`src/rtl/fpc_pkg.sv`:
```
package fpc_pkg;
  typedef enum logic [1:0] {
    PROT_NONE = 2'd0,
    PROT_SOFT = 2'd1,
    PROT_HARD = 2'd2,
    PROT_ERR  = 2'd3
  } prot_e;

  localparam logic [1:0] ADDR_CTLA  = 2'd0;
  localparam logic [1:0] ADDR_CTLB  = 2'd1;
  localparam logic [1:0] ADDR_BLKLO = 2'd2;
  localparam logic [1:0] ADDR_BLKHI = 2'd3;

  localparam int UNLOCK_BIT = 0;
  localparam int ERRFLG_BIT = 7;
  localparam int PROG_BIT   = 0;
  localparam int ERASE_BIT  = 1;
endpackage

```
`src/rtl/fpc_sync.sv`:
```
module fpc_sync #(
  parameter int STAGES = 2
) (
  input  logic clk_i,
  input  logic rst_ni,
  input  logic d_i,
  output logic q_o
);
  logic [STAGES-1:0] sh_q;

  // resets low: protected until the pin is seen high
  always_ff @(posedge clk_i or negedge rst_ni) begin
    if (!rst_ni) sh_q <= '0;
    else         sh_q <= {sh_q[STAGES-2:0], d_i};
  end

  assign q_o = sh_q[STAGES-1];
endmodule

```
`src/rtl/fpc_regs.sv`:
```
module fpc_regs
  import fpc_pkg::*;
#(
  parameter int DW   = 8,
  parameter int NBLK = 16
) (
  input  logic            clk_i,
  input  logic            rst_ni,
  input  logic            wdt_rst_i,
  input  logic            standby_i,
  input  logic            fwe_s_i,
  input  logic            err_det_i,
  input  logic            wr_en_i,
  input  logic [1:0]      addr_i,
  input  logic [DW-1:0]   wdata_i,
  output logic [DW-1:0]   rdata_o,
  output logic            unlock_o,
  output logic            prog_o,
  output logic            erase_o,
  output logic [NBLK-1:0] blk_o,
  output logic            err_o
);
  localparam int BLK_W = NBLK / 2;

  logic            unlock_q, prog_q, erase_q, err_q;
  logic [NBLK-1:0] blk_q;
  logic            clr_all, ctlb_ok, bad_wr;

  assign clr_all = wdt_rst_i | standby_i;
  assign ctlb_ok = fwe_s_i & wr_en_i & (addr_i == ADDR_CTLB) & unlock_q & ~err_q;
  assign bad_wr  = ctlb_ok & wdata_i[PROG_BIT] & wdata_i[ERASE_BIT];

  always_ff @(posedge clk_i or negedge rst_ni) begin
    if (!rst_ni) begin
      unlock_q <= 1'b0;
      prog_q   <= 1'b0;
      erase_q  <= 1'b0;
      err_q    <= 1'b0;
      blk_q    <= '0;
    end else if (clr_all) begin
      unlock_q <= 1'b0;
      prog_q   <= 1'b0;
      erase_q  <= 1'b0;
      err_q    <= 1'b0;
      blk_q    <= '0;
    end else begin
      if (err_det_i || bad_wr) err_q <= 1'b1;
      if (!fwe_s_i) begin
        // pin path: error flag survives
        unlock_q <= 1'b0;
        prog_q   <= 1'b0;
        erase_q  <= 1'b0;
        blk_q    <= '0;
      end else if (wr_en_i) begin
        unique case (addr_i)
          ADDR_CTLA:  unlock_q <= wdata_i[UNLOCK_BIT];
          ADDR_CTLB:  if (ctlb_ok && !bad_wr) begin
                        prog_q  <= wdata_i[PROG_BIT];
                        erase_q <= wdata_i[ERASE_BIT];
                      end
          ADDR_BLKLO: blk_q[BLK_W-1:0]    <= wdata_i[BLK_W-1:0];
          ADDR_BLKHI: blk_q[NBLK-1:BLK_W] <= wdata_i[BLK_W-1:0];
          default: ;
        endcase
      end
    end
  end

  always_comb begin
    rdata_o = '0;
    unique case (addr_i)
      ADDR_CTLA: begin
        rdata_o[UNLOCK_BIT] = unlock_q;
        rdata_o[ERRFLG_BIT] = err_q;
      end
      ADDR_CTLB: begin
        rdata_o[PROG_BIT]  = prog_q;
        rdata_o[ERASE_BIT] = erase_q;
      end
      ADDR_BLKLO: rdata_o[BLK_W-1:0] = blk_q[BLK_W-1:0];
      ADDR_BLKHI: rdata_o[BLK_W-1:0] = blk_q[NBLK-1:BLK_W];
      default: ;
    endcase
  end

  assign unlock_o = unlock_q;
  assign prog_o   = prog_q;
  assign erase_o  = erase_q;
  assign blk_o    = blk_q;
  assign err_o    = err_q;

  AST_PIN_CLEARS: assert property (@(posedge clk_i) disable iff (!rst_ni)
    (!fwe_s_i && !clr_all) |=> (!unlock_q && !prog_q && !erase_q && blk_q == '0));
  AST_PIN_KEEPS_ERR: assert property (@(posedge clk_i) disable iff (!rst_ni)
    (!fwe_s_i && err_q && !clr_all) |=> err_q);
  AST_WDT_CLEARS: assert property (@(posedge clk_i) disable iff (!rst_ni)
    wdt_rst_i |=> (!err_q && !unlock_q && !prog_q && !erase_q && blk_q == '0));
  AST_STBY_CLEARS: assert property (@(posedge clk_i) disable iff (!rst_ni)
    standby_i |=> (!err_q && !unlock_q && !prog_q && !erase_q && blk_q == '0));
  AST_BOTH_REJECTED: assert property (@(posedge clk_i) disable iff (!rst_ni)
    (wr_en_i && addr_i == ADDR_CTLB && wdata_i[1:0] == 2'b11 && !clr_all)
      |=> !(prog_q && erase_q));
  AST_ERR_STICKY: assert property (@(posedge clk_i) disable iff (!rst_ni)
    (err_q && !clr_all) |=> err_q);
  AST_ERR_HOLDS_CTL: assert property (@(posedge clk_i) disable iff (!rst_ni)
    (err_q && fwe_s_i && !clr_all) |=> ($stable(prog_q) && $stable(erase_q)));
endmodule

```
`src/rtl/fpc_gate.sv`:
```
module fpc_gate
  import fpc_pkg::*;
#(
  parameter int NBLK = 16
) (
  input  logic            clk_i,
  input  logic            rst_ni,
  input  logic            fwe_s_i,
  input  logic            wdt_rst_i,
  input  logic            standby_i,
  input  logic            unlock_i,
  input  logic            prog_i,
  input  logic            erase_i,
  input  logic [NBLK-1:0] blk_i,
  input  logic            err_i,
  output logic            prog_en_o,
  output logic            erase_en_o,
  output logic [1:0]      prot_o
);
  logic  hw_prot, go;
  prot_e prot;

  assign hw_prot = ~fwe_s_i | wdt_rst_i | standby_i;
  assign go      = ~hw_prot & ~err_i & unlock_i;

  assign prog_en_o  = go & prog_i & ~erase_i;
  assign erase_en_o = go & erase_i & ~prog_i & (|blk_i);

  always_comb begin
    if (hw_prot)       prot = PROT_HARD;
    else if (err_i)    prot = PROT_ERR;
    else if (!unlock_i) prot = PROT_SOFT;
    else               prot = PROT_NONE;
  end
  assign prot_o = prot;

  AST_HW_BLOCKS: assert property (@(posedge clk_i) disable iff (!rst_ni)
    !fwe_s_i |-> (!prog_en_o && !erase_en_o));
  AST_ERR_BLOCKS: assert property (@(posedge clk_i) disable iff (!rst_ni)
    err_i |-> (!prog_en_o && !erase_en_o));
  AST_ERASE_NEEDS_BLK: assert property (@(posedge clk_i) disable iff (!rst_ni)
    erase_en_o |-> (blk_i != '0));
  AST_EN_EXCL: assert property (@(posedge clk_i) disable iff (!rst_ni)
    $countones({prog_en_o, erase_en_o}) <= 1);
endmodule

```
`src/rtl/flash_prot_ctrl.sv`:
```
module flash_prot_ctrl
  import fpc_pkg::*;
#(
  parameter int DW          = 8,
  parameter int NBLK        = 16,
  parameter int SYNC_STAGES = 2
) (
  input  logic          clk_i,
  input  logic          rst_ni,
  input  logic          wdt_rst_i,
  input  logic          standby_i,
  input  logic          fwe_i,
  input  logic          err_det_i,
  input  logic          wr_en_i,
  input  logic [1:0]    addr_i,
  input  logic [DW-1:0] wdata_i,
  output logic [DW-1:0] rdata_o,
  output logic          prog_en_o,
  output logic          erase_en_o,
  output logic [1:0]    prot_o,
  output logic          err_o
);
  logic            fwe_s, unlock, prog, erase, err;
  logic [NBLK-1:0] blk;

  fpc_sync #(.STAGES(SYNC_STAGES)) u_sync (
    .clk_i (clk_i),
    .rst_ni(rst_ni),
    .d_i   (fwe_i),
    .q_o   (fwe_s)
  );

  fpc_regs #(.DW(DW), .NBLK(NBLK)) u_regs (
    .clk_i    (clk_i),
    .rst_ni   (rst_ni),
    .wdt_rst_i(wdt_rst_i),
    .standby_i(standby_i),
    .fwe_s_i  (fwe_s),
    .err_det_i(err_det_i),
    .wr_en_i  (wr_en_i),
    .addr_i   (addr_i),
    .wdata_i  (wdata_i),
    .rdata_o  (rdata_o),
    .unlock_o (unlock),
    .prog_o   (prog),
    .erase_o  (erase),
    .blk_o    (blk),
    .err_o    (err)
  );

  fpc_gate #(.NBLK(NBLK)) u_gate (
    .clk_i     (clk_i),
    .rst_ni    (rst_ni),
    .fwe_s_i   (fwe_s),
    .wdt_rst_i (wdt_rst_i),
    .standby_i (standby_i),
    .unlock_i  (unlock),
    .prog_i    (prog),
    .erase_i   (erase),
    .blk_i     (blk),
    .err_i     (err),
    .prog_en_o (prog_en_o),
    .erase_en_o(erase_en_o),
    .prot_o    (prot_o)
  );

  assign err_o = err;
endmodule

```
`config.mk`:
```
export PLATFORM = sky130hd
export DESIGN_NAME = flash_prot_ctrl
export DESIGN_NICKNAME = d
export VERILOG_FILES = /design/src/rtl/fpc_pkg.sv /design/src/rtl/fpc_sync.sv /design/src/rtl/fpc_regs.sv /design/src/rtl/fpc_gate.sv /design/src/rtl/flash_prot_ctrl.sv
export SDC_FILE = /design/constraint.sdc
export NUM_CORES = 1
export LEC_CHECK = 0
export CAP_MARGIN = 20
export CELL_PAD_IN_SITES_DETAIL_PLACEMENT = 0
export CELL_PAD_IN_SITES_GLOBAL_PLACEMENT = 1
export CORE_AREA = 2 2 57 59
export CTS_BUF_LIST = sky130_fd_sc_hd__clkbuf_8
export DETAILED_ROUTE_END_ITERATION = 6
export DIE_AREA = 0 0 59 61
export PLACE_DENSITY = 0.91
export SLEW_MARGIN = 10
export SYNTH_ARGS = -nofsm -noshare
export SYNTH_HDL_FRONTEND = slang
export SYNTH_SLANG_ARGS = --single-unit
```
`constraint.sdc`:
```
create_clock -name clk_i -period 1.9 [get_ports clk_i]
set_input_delay 0.19 -clock clk_i [delete_from_list [all_inputs] [get_ports clk_i]]
set_output_delay 0.19 -clock clk_i [all_outputs]
set_load 0.02 [all_outputs]
```
==> results.json, run 1 <==
{
  "ys_types": 28,
  "num_io_pins": 30,
  "antenna_found_initial": 0,
  "cts_hold_buf": 0,
  "drt_iter0_markers": 14,
  "path_cells": "clkdlybuf4s50_1, mux4_2, dlygate4sd2_1",
  "netlist_area_um2": 1200,
  "fin_tns_setup_ns": 0,
  "grt_max_degree": 23,
  "via_per_inst": 5.53,
  "dieHeight_um": 61,
  "grt_util_met1_pct": 21.9,
  "required_ns": 1.71,
  "r2r_start": "u_regs.err_o$_DFFE_PN0P_",
  "critPathMaxFanout": 5,
  "route.vias.total": 984,
  "start_util_pct": 40.6,
  "ff2ff_setup_slack_ns": 0.61,
  "fin_crit_sh_pct": 96.4,
  "gp_congestion": 0.853,
  "worst-slew-pin-transition_ns": 0.300,
  "syn2layout_area_growth_pct": 36.1,
  "numCtsBuffers": 3,
  "synthCells": 107,
  "first_pass_iters": 4,
  "dpl-instance-area_um2": 1590,
  "power_density_nw_per_um2": 549,
  "clk_pin_slew_ns": 0.07,
  "routed_wl_um": 2830,
  "nets": 164,
  "cts.sink_count": 22,
  "die_area_um2": 3600,
  "cts_max_level": 1,
  "avgSynthCellArea_um2": 11.2,
  "post-route-drc-count": 0,
  "grt_pass1_wl_um": 4680,
  "port_buffers": 29,
  "antennaDiodeCount": 0,
  "vdd_ir_drop_max_v": 0.000328,
  "fin_crit_ns": 1.83,
  "grt_pass1_vias": 991,
  "use_met3_pct": 3.41,
  "hold_viol_final": 0,
  "wl_per_cell_um": 15.9,
  "synth-seq-cells": 22,
  "drv_slew": 0,
  "critPathMaxStageDelay_ns": 0.59,
  "cp.arrival_ns": 1.64,
  "clock_latency_ns": 0.25,
  "yosysSeqAreaShare_pct": 45.9,
  "cts_tree": "done",
  "core_region_area_um2": 2950,
  "relSlewSlack_pct": 80.0,
  "timing.max_cap.violations": 0,
  "rows": 20,
  "nFillCells": 271,
  "fin_skew_ns": 0.000722,
  "r2r_cells": 4,
  "fmax_mhz": 546,
  "grt-busiest-layer": "met2",
  "rsz0062_at_grt": "no",
  "total_power_w": 0.000897,
  "ys_warn_count": 0,
  "cts_buffer_depth": 2,
  "syn-num-nets": 124,
  "grt_usage_pct": 17.6,
  "critPathSlowestCell": "clkdlybuf4s50_1",
  "layout_commonest_cell": "mux2i_1",
  "cp-start-kind": "input port",
  "stdcell_area_um2": 1630,
  "worstSetupPathType": "input port to output port",
  "grt_util_met2_pct": 30.6,
  "cts-root-buf": "clkbuf_8",
  "ant_nets": 0,
  "drive_above_1_share_pct": 16.6,
  "gr-total-overflow": 0,
  "status": "completed",
  "p_leak_nw": 0.820,
  "fin_util_pct": 55.3,
  "final_cell_mix": "mux2i_1 (23), dfrtp_1 (22), nor2_1 (18), clkdlybuf4s50_1 (18), buf_4 (10)",
  "dp_hpwl_um": 2140,
  "min_path_type": "input port to asynchronous set/reset pin",
  "endpoint_kind": "output port",
  "r2r_end": "u_regs.prog_o$_DFFE_PN0P_",
  "setup_viol": 0,
  "dieWidth_um": 59
}
worst max path at each step:
stage / start / slack [ns] / end / depth (start not counted)
floorplan: u_sync.sh_q[1]$_DFF_PN0_ / 0.44 / prog_en_o / 3
global placement: standby_i / -0.28 / erase_en_o / 5
detailed placement: standby_i / -0.31 / prog_en_o / 4
CTS: u_sync.sh_q[1]$_DFF_PN0_ / 0.006 / erase_en_o / 4
global route: u_sync.sh_q[1]$_DFF_PN0_ / 0.0002 / prot_o[1] / 4
finish: addr_i[1] / 0.07 / rdata_o[0] / 3
Yosys cell counts:
| library cell | number | area [um^2] |
|---|---|---|
| nor3b_2 | 1 | 12.5 |
| o221a_1 | 2 | 22.5 |
| nor2b_1 | 7 | 43.8 |
| nor4_1 | 4 | 25.0 |
| nor2_2 | 1 | 6.26 |
| nor3b_1 | 3 | 22.5 |
| nand2_1 | 2 | 7.51 |
| buf_2 | 4 | 20.0 |
| buf_8 | 1 | 15.0 |
| buf_6 | 1 | 11.3 |
| nor3_1 | 1 | 5.00 |
| nand3b_1 | 1 | 7.51 |
| nand4b_1 | 1 | 8.76 |
| a311oi_1 | 1 | 8.76 |
| and4b_1 | 1 | 10.0 |
| nand2b_1 | 2 | 12.5 |
| or3b_1 | 1 | 8.76 |
| and4_1 | 1 | 8.76 |
| mux4_2 | 1 | 22.5 |
| nand3_1 | 1 | 5.00 |
| nand3_2 | 1 | 10.0 |
| nand4_1 | 2 | 12.5 |
| mux2_1 | 1 | 11.3 |
| dfrtp_1 | 22 | 551 |
| nor4b_4 | 1 | 23.8 |
| mux2i_1 | 23 | 230 |
| o21ai_1 | 2 | 10.0 |
| nor2_1 | 18 | 67.6 |
per-layer routing:
layer  vias up  wire [um]
met5         -          0
met4         0         27
met3         4         98
met2        18       1500
met1       498       1200
li1        464          -
per-stage QoR:
stage / worst slack [ns] / std cells / hold WS, ns
floorplan: 0.444 / 107 / -0.106
global placement: -0.282 / 174 / 0.333
detailed placement: -0.309 / 174 / 0.353
CTS: 0.00641 / 177 / 0.281
global route: 0.000224 / 178 / 0.289
finish: 0.0693 / 178 / 0.276
area by class of cell:
class / count / area, um^2 / area share, %
clock buffer: 3 / 41.3 / 2.53
sequential: 22 / 551 / 33.7
multi-input combinational: 79 / 612 / 37.5
tap: 33 / 41.3 / 2.53
timing repair buffer: 41 / 388 / 23.8
where the power goes:
group          internal, W  switching [W]
sequential        0.000474     0.00000434
clock             0.000141       0.000134
combinational    0.0000787      0.0000650
total             0.000693       0.000203
flip-flops by register name, indices dropped and copies added, names as in the netlist:
register,cells
u_regs.err_o,1
u_sync.sh_q,2
u_regs.prog_o,1
u_regs.erase_o,1
u_regs.blk_o,16
u_regs.unlock_o,1
worst max-delay path: cells and delay by family:
family	cells	cell delay (ns)
multiplexers	1	0.53
buffers and inverters	2	0.92
kinds of logic (layout without fill, tap and decap cells):
logic type | Yosys count | count (layout) | synth area share [%]
AO/OA/AOI/OAI | 5 | 5 | 3.44
buffers and inverters | 6 | 44 | 3.86
flip-flops | 22 | 22 | 45.9
multiplexers | 25 | 25 | 22.0
AND/OR/NAND/NOR | 49 | 49 | 24.8
timing repair:
item	in CTS	in global routing
cloned	0	0
resized for setup	14	3
buffers inserted	0	1
setup endpoints to repair	10	3
Note: power is estimated with default switching activity, not from simulation.
==> run 2, diff against run 1 <==
CTS_CLUSTER_SIZE = 24   (was not set)
REMOVE_ABC_BUFFERS = 1   (was not set)
==> run 2 against run 1 <==
Effect of this change: count of clock-buffer cells in the layout is 1 higher; wire length is 4.8% higher; fmax is 0.77% lower; non-clock buffer count stayed put; total power is 6.5% higher; combinational power hardly changed; global-route usage is 1.2 points higher; via count is 0.20% lower; critical path depth is 2 higher; design area is 0.31% lower; sequential power hardly changed; setup slack worse by 0.014 ns; critical path type unchanged; highest routed layer unchanged.
==> results.json, run 2 (synthesis results as in run 1) <==
{
  "cts-root-buf": "clkbuf_8",
  "worstSetupPathType": "input port to output port",
  "drt_iter0_markers": 22,
  "cp-start-kind": "input port",
  "start_util_pct": 40.6,
  "critPathMaxFanout": 3,
  "vdd_ir_drop_max_v": 0.000286,
  "r2r_start": "u_regs.err_o$_DFFE_PN0P_",
  "dieHeight_um": 61,
  "ff2ff_setup_slack_ns": 0.54,
  "dpl.cell_count": 175,
  "fin_util_pct": 55.1,
  "numCtsBuffers": 3,
  "grt_pass1_wl_um": 4910,
  "clk_pin_slew_ns": 0.08,
  "power_density_nw_per_um2": 587,
  "route.vias.total": 982,
  "die_area_um2": 3600,
  "relSlewSlack_pct": 79.5,
  "total_power_w": 0.000955,
  "required_ns": 1.71,
  "endpoint_kind": "output port",
  "fin_crit_ns": 1.84,
  "cts_max_level": 1,
  "via_per_inst": 5.49,
  "r2r_end": "u_regs.prog_o$_DFFE_PN0P_",
  "cts_buffer_depth": 2,
  "rsz0062_at_grt": "no",
  "cp.arrival_ns": 1.65,
  "drv_slew": 0,
  "port_buffers": 29,
  "cts.sink_count": 22,
  "dp_hpwl_um": 2190,
  "cts_tree": "done",
  "pre_cts_ws_ns": -0.293,
  "p_leak_nw": 0.803,
  "post-route-drc-count": 0,
  "gp_congestion": 0.845,
  "rows": 20,
  "grt_pass1_vias": 1037,
  "gr-total-overflow": 0,
  "grt_max_degree": 23,
  "first_pass_iters": 4,
  "core_region_area_um2": 2950,
  "clock_latency_ns": 0.26,
  "syn2layout_area_growth_pct": 35.7,
  "routed_wl_um": 2960,
  "timing.max_cap.violations": 0,
  "fmax_mhz": 542,
  "hold_viol_final": 0,
  "stdcell_count": 179,
  "largest_register_ffs": 16,
  "r2r_cells": 4,
  "layout_commonest_cell": "mux2i_1",
  "antenna_found_initial": 0,
  "nFillCells": 273,
  "post_cts_buffers": 0,
  "fin_skew_ns": 0.00163,
  "cts_hold_buf": 0,
  "wl_per_cell_um": 16.6,
  "min_path_type": "input port to asynchronous set/reset pin",
  "dieWidth_um": 59,
  "final_cell_mix": "mux2i_1 (23), dfrtp_1 (22), nor2_1 (18), clkdlybuf4s50_1 (17), buf_4 (11)",
  "ant_nets": 0,
  "num_io_pins": 30,
  "status": "completed",
  "worst-slew-pin-transition_ns": 0.307,
  "fin_crit_sh_pct": 97.1,
  "grt_usage_pct": 18.8,
  "timing.final.ws_setup_ns": 0.0551,
  "setup_viol": 0,
  "hold_ws_ns": 0.266,
  "antennaDiodeCount": 0,
  "nets": 164,
  "drive_above_1_share_pct": 16.4
}
## run 2: cell types whose count changed in the layout (fill, tap and decap cells not counted)
cell,delta
buf_12,-1
buf_4,+1
clkbuf_8,+1
clkdlybuf4s15_1,+1
clkdlybuf4s50_1,-1
dlygate4sd2_1,+1
dlymetal6s2s_1,-1
or3b_1,+1
or3b_4,-1
## run 2: layout make-up
type                       instances  area (um^2)  share of cell area [%]
timing repair buffer              41          372                    22.8
sequential                        22          551                    33.8
tap                               33         41.3                    2.54
multi-input combinational         79          609                    37.4
clock buffer                       4         55.1                    3.38
## run 2: power breakdown
part / total (W) / internal [W] / leakage, nW / switching (W)
combinational: 0.000141 / 0.0000749 / 0.473 / 0.0000662
clock: 0.000337 / 0.000185 / 0.0288 / 0.000152
sequential: 0.000477 / 0.000473 / 0.302 / 0.00000340
total: 0.000955 / 0.000733 / 0.803 / 0.000222
## run 2: routing by layer
metal	track usage [%]	up-vias	share of wire, %
li1	-	465	-
met1	22.6	487	42
met2	31.9	22	52
met3	3.62	8	3.0
met4	10.1	0	2.1
met5	0	-	0
## run 2: worst max path at each step
stage,from,to,slack [ns],cells after the start
6_report,standby_i,prot_o[0],0.06,5
5_1_grt,addr_i[1],rdata_o[0],0.009,3
2_1_floorplan,u_sync.sh_q[1]$_DFF_PN0_,erase_en_o,0.30,3
3_5_place_dp,standby_i,prog_en_o,-0.29,4
4_1_cts,standby_i,erase_en_o,0.005,5
3_3_place_gp,standby_i,erase_en_o,-0.24,5
## run 2: worst max-delay path, cell delays in order
cell and delay, ns:
clkdlybuf4s50_1 0.45, or3b_1 0.46, buf_4 0.17, nor2_2 0.08, clkdlybuf4s15_1 0.30
## run 2: metrics by stage
stage / area, um^2 / setup TNS (ns)
final: 1630 / 0
after global routing: 1630 / 0
after CTS: 1630 / 0
after detailed placement: 1590 / -1.51
after global placement: 1590 / -1.16
after floorplan: 1150 / 0
## run 2: repair_timing
item                       4_1_cts  5_1_grt
setup endpoints to repair       12        3
gates resized for setup         14        4
pin swaps                        0        0
gates cloned                     0        0
==> run 3, diff against run 2 <==
HOLD_SLACK_MARGIN = 0.02   (was not set)
==> results of run 3 <==
No change in the layout: final DEF, timing and power equal those of run 2.
